**src/rtl/pfd_pkg.sv**
```systemverilog
package pfd_pkg;
  localparam int unsigned DLY_W_DEF = 4;
  localparam int unsigned N_CH      = 2;
  localparam int unsigned CH_REF    = 0;
  localparam int unsigned CH_FB     = 1;
endpackage

```
**src/rtl/pfd_edge_det.sv**
```systemverilog
module pfd_edge_det #(
  parameter int unsigned N = 2
) (
  input  logic         clk_i,
  input  logic         rst_ni,
  input  logic [N-1:0] lvl_i,
  output logic [N-1:0] rise_o
);
  logic [N-1:0] lvl_q;

  always_ff @(posedge clk_i or negedge rst_ni) begin
    if (!rst_ni) lvl_q <= '0;
    else         lvl_q <= lvl_i;
  end

  assign rise_o = lvl_i & ~lvl_q;
endmodule

```
**src/rtl/pfd_chan.sv**
```systemverilog
module pfd_chan (
  input  logic clk_i,
  input  logic rst_ni,
  input  logic rise_i,
  input  logic both_i,
  input  logic clr_i,
  output logic out_o
);
  logic out_q, pend_q;

  always_ff @(posedge clk_i or negedge rst_ni) begin
    if (!rst_ni) begin
      out_q  <= 1'b0;
      pend_q <= 1'b0;
    end else if (clr_i) begin
      // a held or coincident edge restarts the pulse right after the clear
      out_q  <= pend_q | rise_i;
      pend_q <= 1'b0;
    end else if (rise_i) begin
      if (both_i) pend_q <= 1'b1;
      else        out_q  <= 1'b1;
    end
  end

  assign out_o = out_q;
endmodule

```
**src/rtl/pfd_rst_dly.sv**
```systemverilog
module pfd_rst_dly #(
  parameter int unsigned DLY_W = 4
) (
  input  logic             clk_i,
  input  logic             rst_ni,
  input  logic             both_i,
  input  logic [DLY_W-1:0] dly_i,
  output logic             clr_o
);
  logic [DLY_W-1:0] cnt_q;

  assign clr_o = both_i && (cnt_q == dly_i);

  always_ff @(posedge clk_i or negedge rst_ni) begin
    if (!rst_ni)                cnt_q <= '0;
    else if (!both_i || clr_o)  cnt_q <= '0;
    else                        cnt_q <= cnt_q + 1'b1;
  end
endmodule

```
**src/rtl/pfd_core.sv**
```systemverilog
module pfd_core #(
  parameter int unsigned DLY_W = pfd_pkg::DLY_W_DEF
) (
  input  logic             clk_i,
  input  logic             rst_ni,
  input  logic             ref_i,
  input  logic             fb_i,
  input  logic [DLY_W-1:0] rst_dly_i,
  output logic             up_o,
  output logic             dn_o
);
  import pfd_pkg::*;

  logic [N_CH-1:0] lvl, rise, outs;
  logic            both, dly_clr;

  assign lvl[CH_REF] = ref_i;
  assign lvl[CH_FB]  = fb_i;

  pfd_edge_det #(.N(N_CH)) u_edge (
    .clk_i (clk_i),
    .rst_ni(rst_ni),
    .lvl_i (lvl),
    .rise_o(rise)
  );

  assign both = &outs;

  for (genvar g = 0; g < N_CH; g++) begin : g_ch
    pfd_chan u_chan (
      .clk_i (clk_i),
      .rst_ni(rst_ni),
      .rise_i(rise[g]),
      .both_i(both),
      .clr_i (dly_clr),
      .out_o (outs[g])
    );
  end

  pfd_rst_dly #(.DLY_W(DLY_W)) u_dly (
    .clk_i (clk_i),
    .rst_ni(rst_ni),
    .both_i(both),
    .dly_i (rst_dly_i),
    .clr_o (dly_clr)
  );

  assign up_o = outs[CH_REF];
  assign dn_o = outs[CH_FB];
endmodule

```
**config.mk**
```make
export PLATFORM = sky130hd
export DESIGN_NAME = pfd_core
export DESIGN_NICKNAME = d
export VERILOG_FILES = /design/src/rtl/pfd_pkg.sv /design/src/rtl/pfd_edge_det.sv /design/src/rtl/pfd_chan.sv /design/src/rtl/pfd_rst_dly.sv /design/src/rtl/pfd_core.sv
export SDC_FILE = /design/constraint.sdc
export NUM_CORES = 1
export LEC_CHECK = 0
export ABC_CLOCK_PERIOD_IN_PS = 1800
export BUFFER_PORTS_ARGS = -buffer_cell sky130_fd_sc_hd__clkbuf_2
export CORE_AREA = 4 4 41 43
export DETAILED_ROUTE_END_ITERATION = 10
export DIE_AREA = 0 0 45 47
export GPL_TIMING_DRIVEN = 0
export MAX_ROUTING_LAYER = met4
export PLACE_DENSITY = 0.58
export SLEW_MARGIN = 10
export SYNTH_ARGS = -nofsm -noshare
export SYNTH_HDL_FRONTEND = slang
export SYNTH_SLANG_ARGS = --single-unit
```
**constraint.sdc**
```tcl
create_clock -name clk_i -period 1.8 [get_ports clk_i]
set_clock_uncertainty 0.1 [all_clocks]
set_input_delay 0.36 -clock clk_i [delete_from_list [all_inputs] [get_ports clk_i]]
set_output_delay 0.36 -clock clk_i [all_outputs]
set_load 0.005 [all_outputs]
```
==> flow_summary.json <==
{
  "status": "finished, final reports clean",
  "place_area_sq_um": 502,
  "hold_violations": 0,
  "crit_path_end_kind": "flip-flop",
  "die_y_microns": 47,
  "num_rows": 13,
  "ys_warn_count": 0,
  "via_count": 302,
  "avgSynthCellArea_sq_um": 12.2,
  "p_leak_nw": 0.234,
  "p_per_area_nw_per_um2": 1430,
  "synth_cells": 36,
  "antenna_found_initial": 0,
  "hp-class": "in -> reg",
  "fin_area_sq_um": 534,
  "period_needed_ns": 1.48,
  "ys_seq_area_frac": 0.571,
  "ctsRootBufferMaster": "clkbuf_4",
  "setup_viol": 0,
  "yosys.area.top_type_share": 0.571,
  "post-route-period-util": 0.823,
  "ys_ff_latch": 10,
  "dp_hpwl_microns": 514,
  "path_clk_slew_ns": 0.06,
  "gp_congestion": 0.619,
  "rsz0062_at_grt": "false",
  "final_util": 0.411,
  "nets": 60,
  "crit_path_start_kind": "flip-flop",
  "regArea_sq_um": 250,
  "ioPinCount": 10,
  "dieArea_sq_um": 2120,
  "start_util": 0.337,
  "first_pass_iters": 2,
  "overflow": 0,
  "max_slew_margin": 0.685,
  "clkLatencyLatePin_ns": 0.26,
  "layout-drive-gt1-share": 0.265,
  "grt_pass1_wl_microns": 1200,
  "io_buffer_count": 9,
  "required_ns": 1.82,
  "cts_tree": "yes",
  "remaining_drc_errors": 0,
  "multiInputGateArea_sq_um": 188,
  "yosys-top-cells-count": "dfrtp_1 (10), xor2_1 (5), a31oi_1 (4), nor3_1 (3), nor3b_1 (3)",
  "first_iter_violations": 10,
  "synth.most_common_cell": "dfrtp_1",
  "synth_flop_cell": "dfrtp_1",
  "fillers": 138,
  "via_per_inst": 4.72,
  "ir_drop_v": 0.000487,
  "cts_resized": 0,
  "clock-sinks": 10,
  "grt_pass1_vias": 300,
  "setup_tns_ns": 0,
  "yosys.area.top_type": "dfrtp_1",
  "coreArea_sq_um": 1300,
  "insertedDiodeCount": 0,
  "max_cap_viol_count": 0,
  "async_reset_ff_frac": 1.00,
  "clock_path_buffers": 2,
  "syn_nets": 45,
  "synth.cell_area_sq_um": 438,
  "path_class": "reg -> reg",
  "grt_use_total": 0.0853,
  "maxSlewViolCount": 0,
  "netlist_top_cells_area": "dfrtp_1 (57%), xor2_1 (10%), a31oi_1 (5.7%)",
  "cts_setup_buffers": 0,
  "synth_edf_count": 0,
  "grt_max_degree": 11,
  "wl_per_cell_microns": 11.0,
  "max_freq_ghz": 0.675,
  "dieWidth_microns": 45,
  "antenna_left": 0,
  "drt-total-wl_microns": 706,
  "synth.distinct_cells": 13,
  "arrival_ns": 1.50,
  "cp_max_fo": 8,
  "cts-buffers-inserted": 3,
  "h-tree-depth": 1,
  "worstMarginPinSlew_ns": 0.468,
  "area_growth_pct": 22.0
}
-- timing repair --
| action | in CTS | in global routing |
|---|---|---|
| hold buffers | 1 | 0 |
| endpoints found under the setup margin | 0 | 0 |
| endpoints found under the hold margin | 10 | 0 |
-- metrics by stage --
stage	total power, mW	instances	setup WS [ns]	hold WS, ns
after floorplan	0.560	36	0.463	-0.0356
after global placement	0.618	60	0.287	0.138
after detailed placement	0.624	60	0.295	0.139
after CTS	0.779	64	0.310	0.108
after global routing	0.821	64	0.249	0.110
final	0.761	64	0.319	0.119
-- cells in the final DEF (no fill, tap or decap) --
cell | synthesis | routed
a31oi_1 | 4 | 4
dfrtp_1 | 10 | 10
nor2b_1 | 2 | 2
nor3b_1 | 3 | 3
dlygate4sd3_1 | 0 | 1
clkbuf_4 | 0 | 3
nand3_1 | 1 | 1
xnor2_1 | 1 | 1
ha_1 | 1 | 1
clkbuf_2 | 0 | 9
nor2_1 | 2 | 2
nand2_1 | 1 | 1
a21oi_1 | 2 | 2
nor4_4 | 1 | 1
nor3_1 | 3 | 3
xor2_1 | 5 | 5
-- metal layers --
metal | vias to the layer above | track usage | share of wire
li1 | 157 | - | -
met1 | 132 | 0.107 | 0.52
met2 | 11 | 0.113 | 0.39
met3 | 2 | 0.0230 | 0.061
met4 | 0 | 0.0702 | 0.024
met5 | - | - | 0
-- where the power goes --
group	internal (mW)	switching, mW
Combinational	0.125	0.123
Sequential	0.299	0.0710
Clock	0.0768	0.0675
-- final cells by class --
cell class / count / area share
multi-input cells: 26 / 0.351
clock buffers: 3 / 0.0422
well taps: 15 / 0.0351
flip-flops and latches: 10 / 0.468
repair buffers: 10 / 0.103
-- logic make-up after synthesis --
kind of cell | share of synthesized area
and+or+nand+nor | 0.200
DFF | 0.571
AOI/OAI and AO/OA | 0.0800
xor gates and xnor gates | 0.120
adders and majority gates | 0.0286
-- worst max-delay path, cell delays in order, from the launching register on --
cell     delay (ns)
dfrtp_1        0.40
xor2_1         0.19
nor4_4         0.50
a31oi_1        0.15
-- sequential cells by signal, indices dropped and copies added (netlist names) --
signal and cells:
u_dly.cnt_q 4, g_ch.u_chan.out_o 2, g_ch.u_chan.pend_q 2, u_edge.lvl_q 2
-- final timing paths --
path                           startpoint                     to  slack (ns)  cells past startpoint
hold reg to reg            u_dly.cnt_q[0]         u_dly.cnt_q[0]        0.42                      1
max in group asynchronous          rst_ni  g_ch[1].u_chan.pend_q        1.01                      2
setup / recovery           u_dly.cnt_q[1]  g_ch[1].u_chan.pend_q        0.32                      3
min in group asynchronous          rst_ni         u_dly.cnt_q[1]        0.39                      2
hold / removal                       fb_i        u_edge.lvl_q[1]        0.12                      1
setup reg to reg           u_dly.cnt_q[1]  g_ch[1].u_chan.pend_q        0.32                      3
Power figures use the tool's default switching activity.
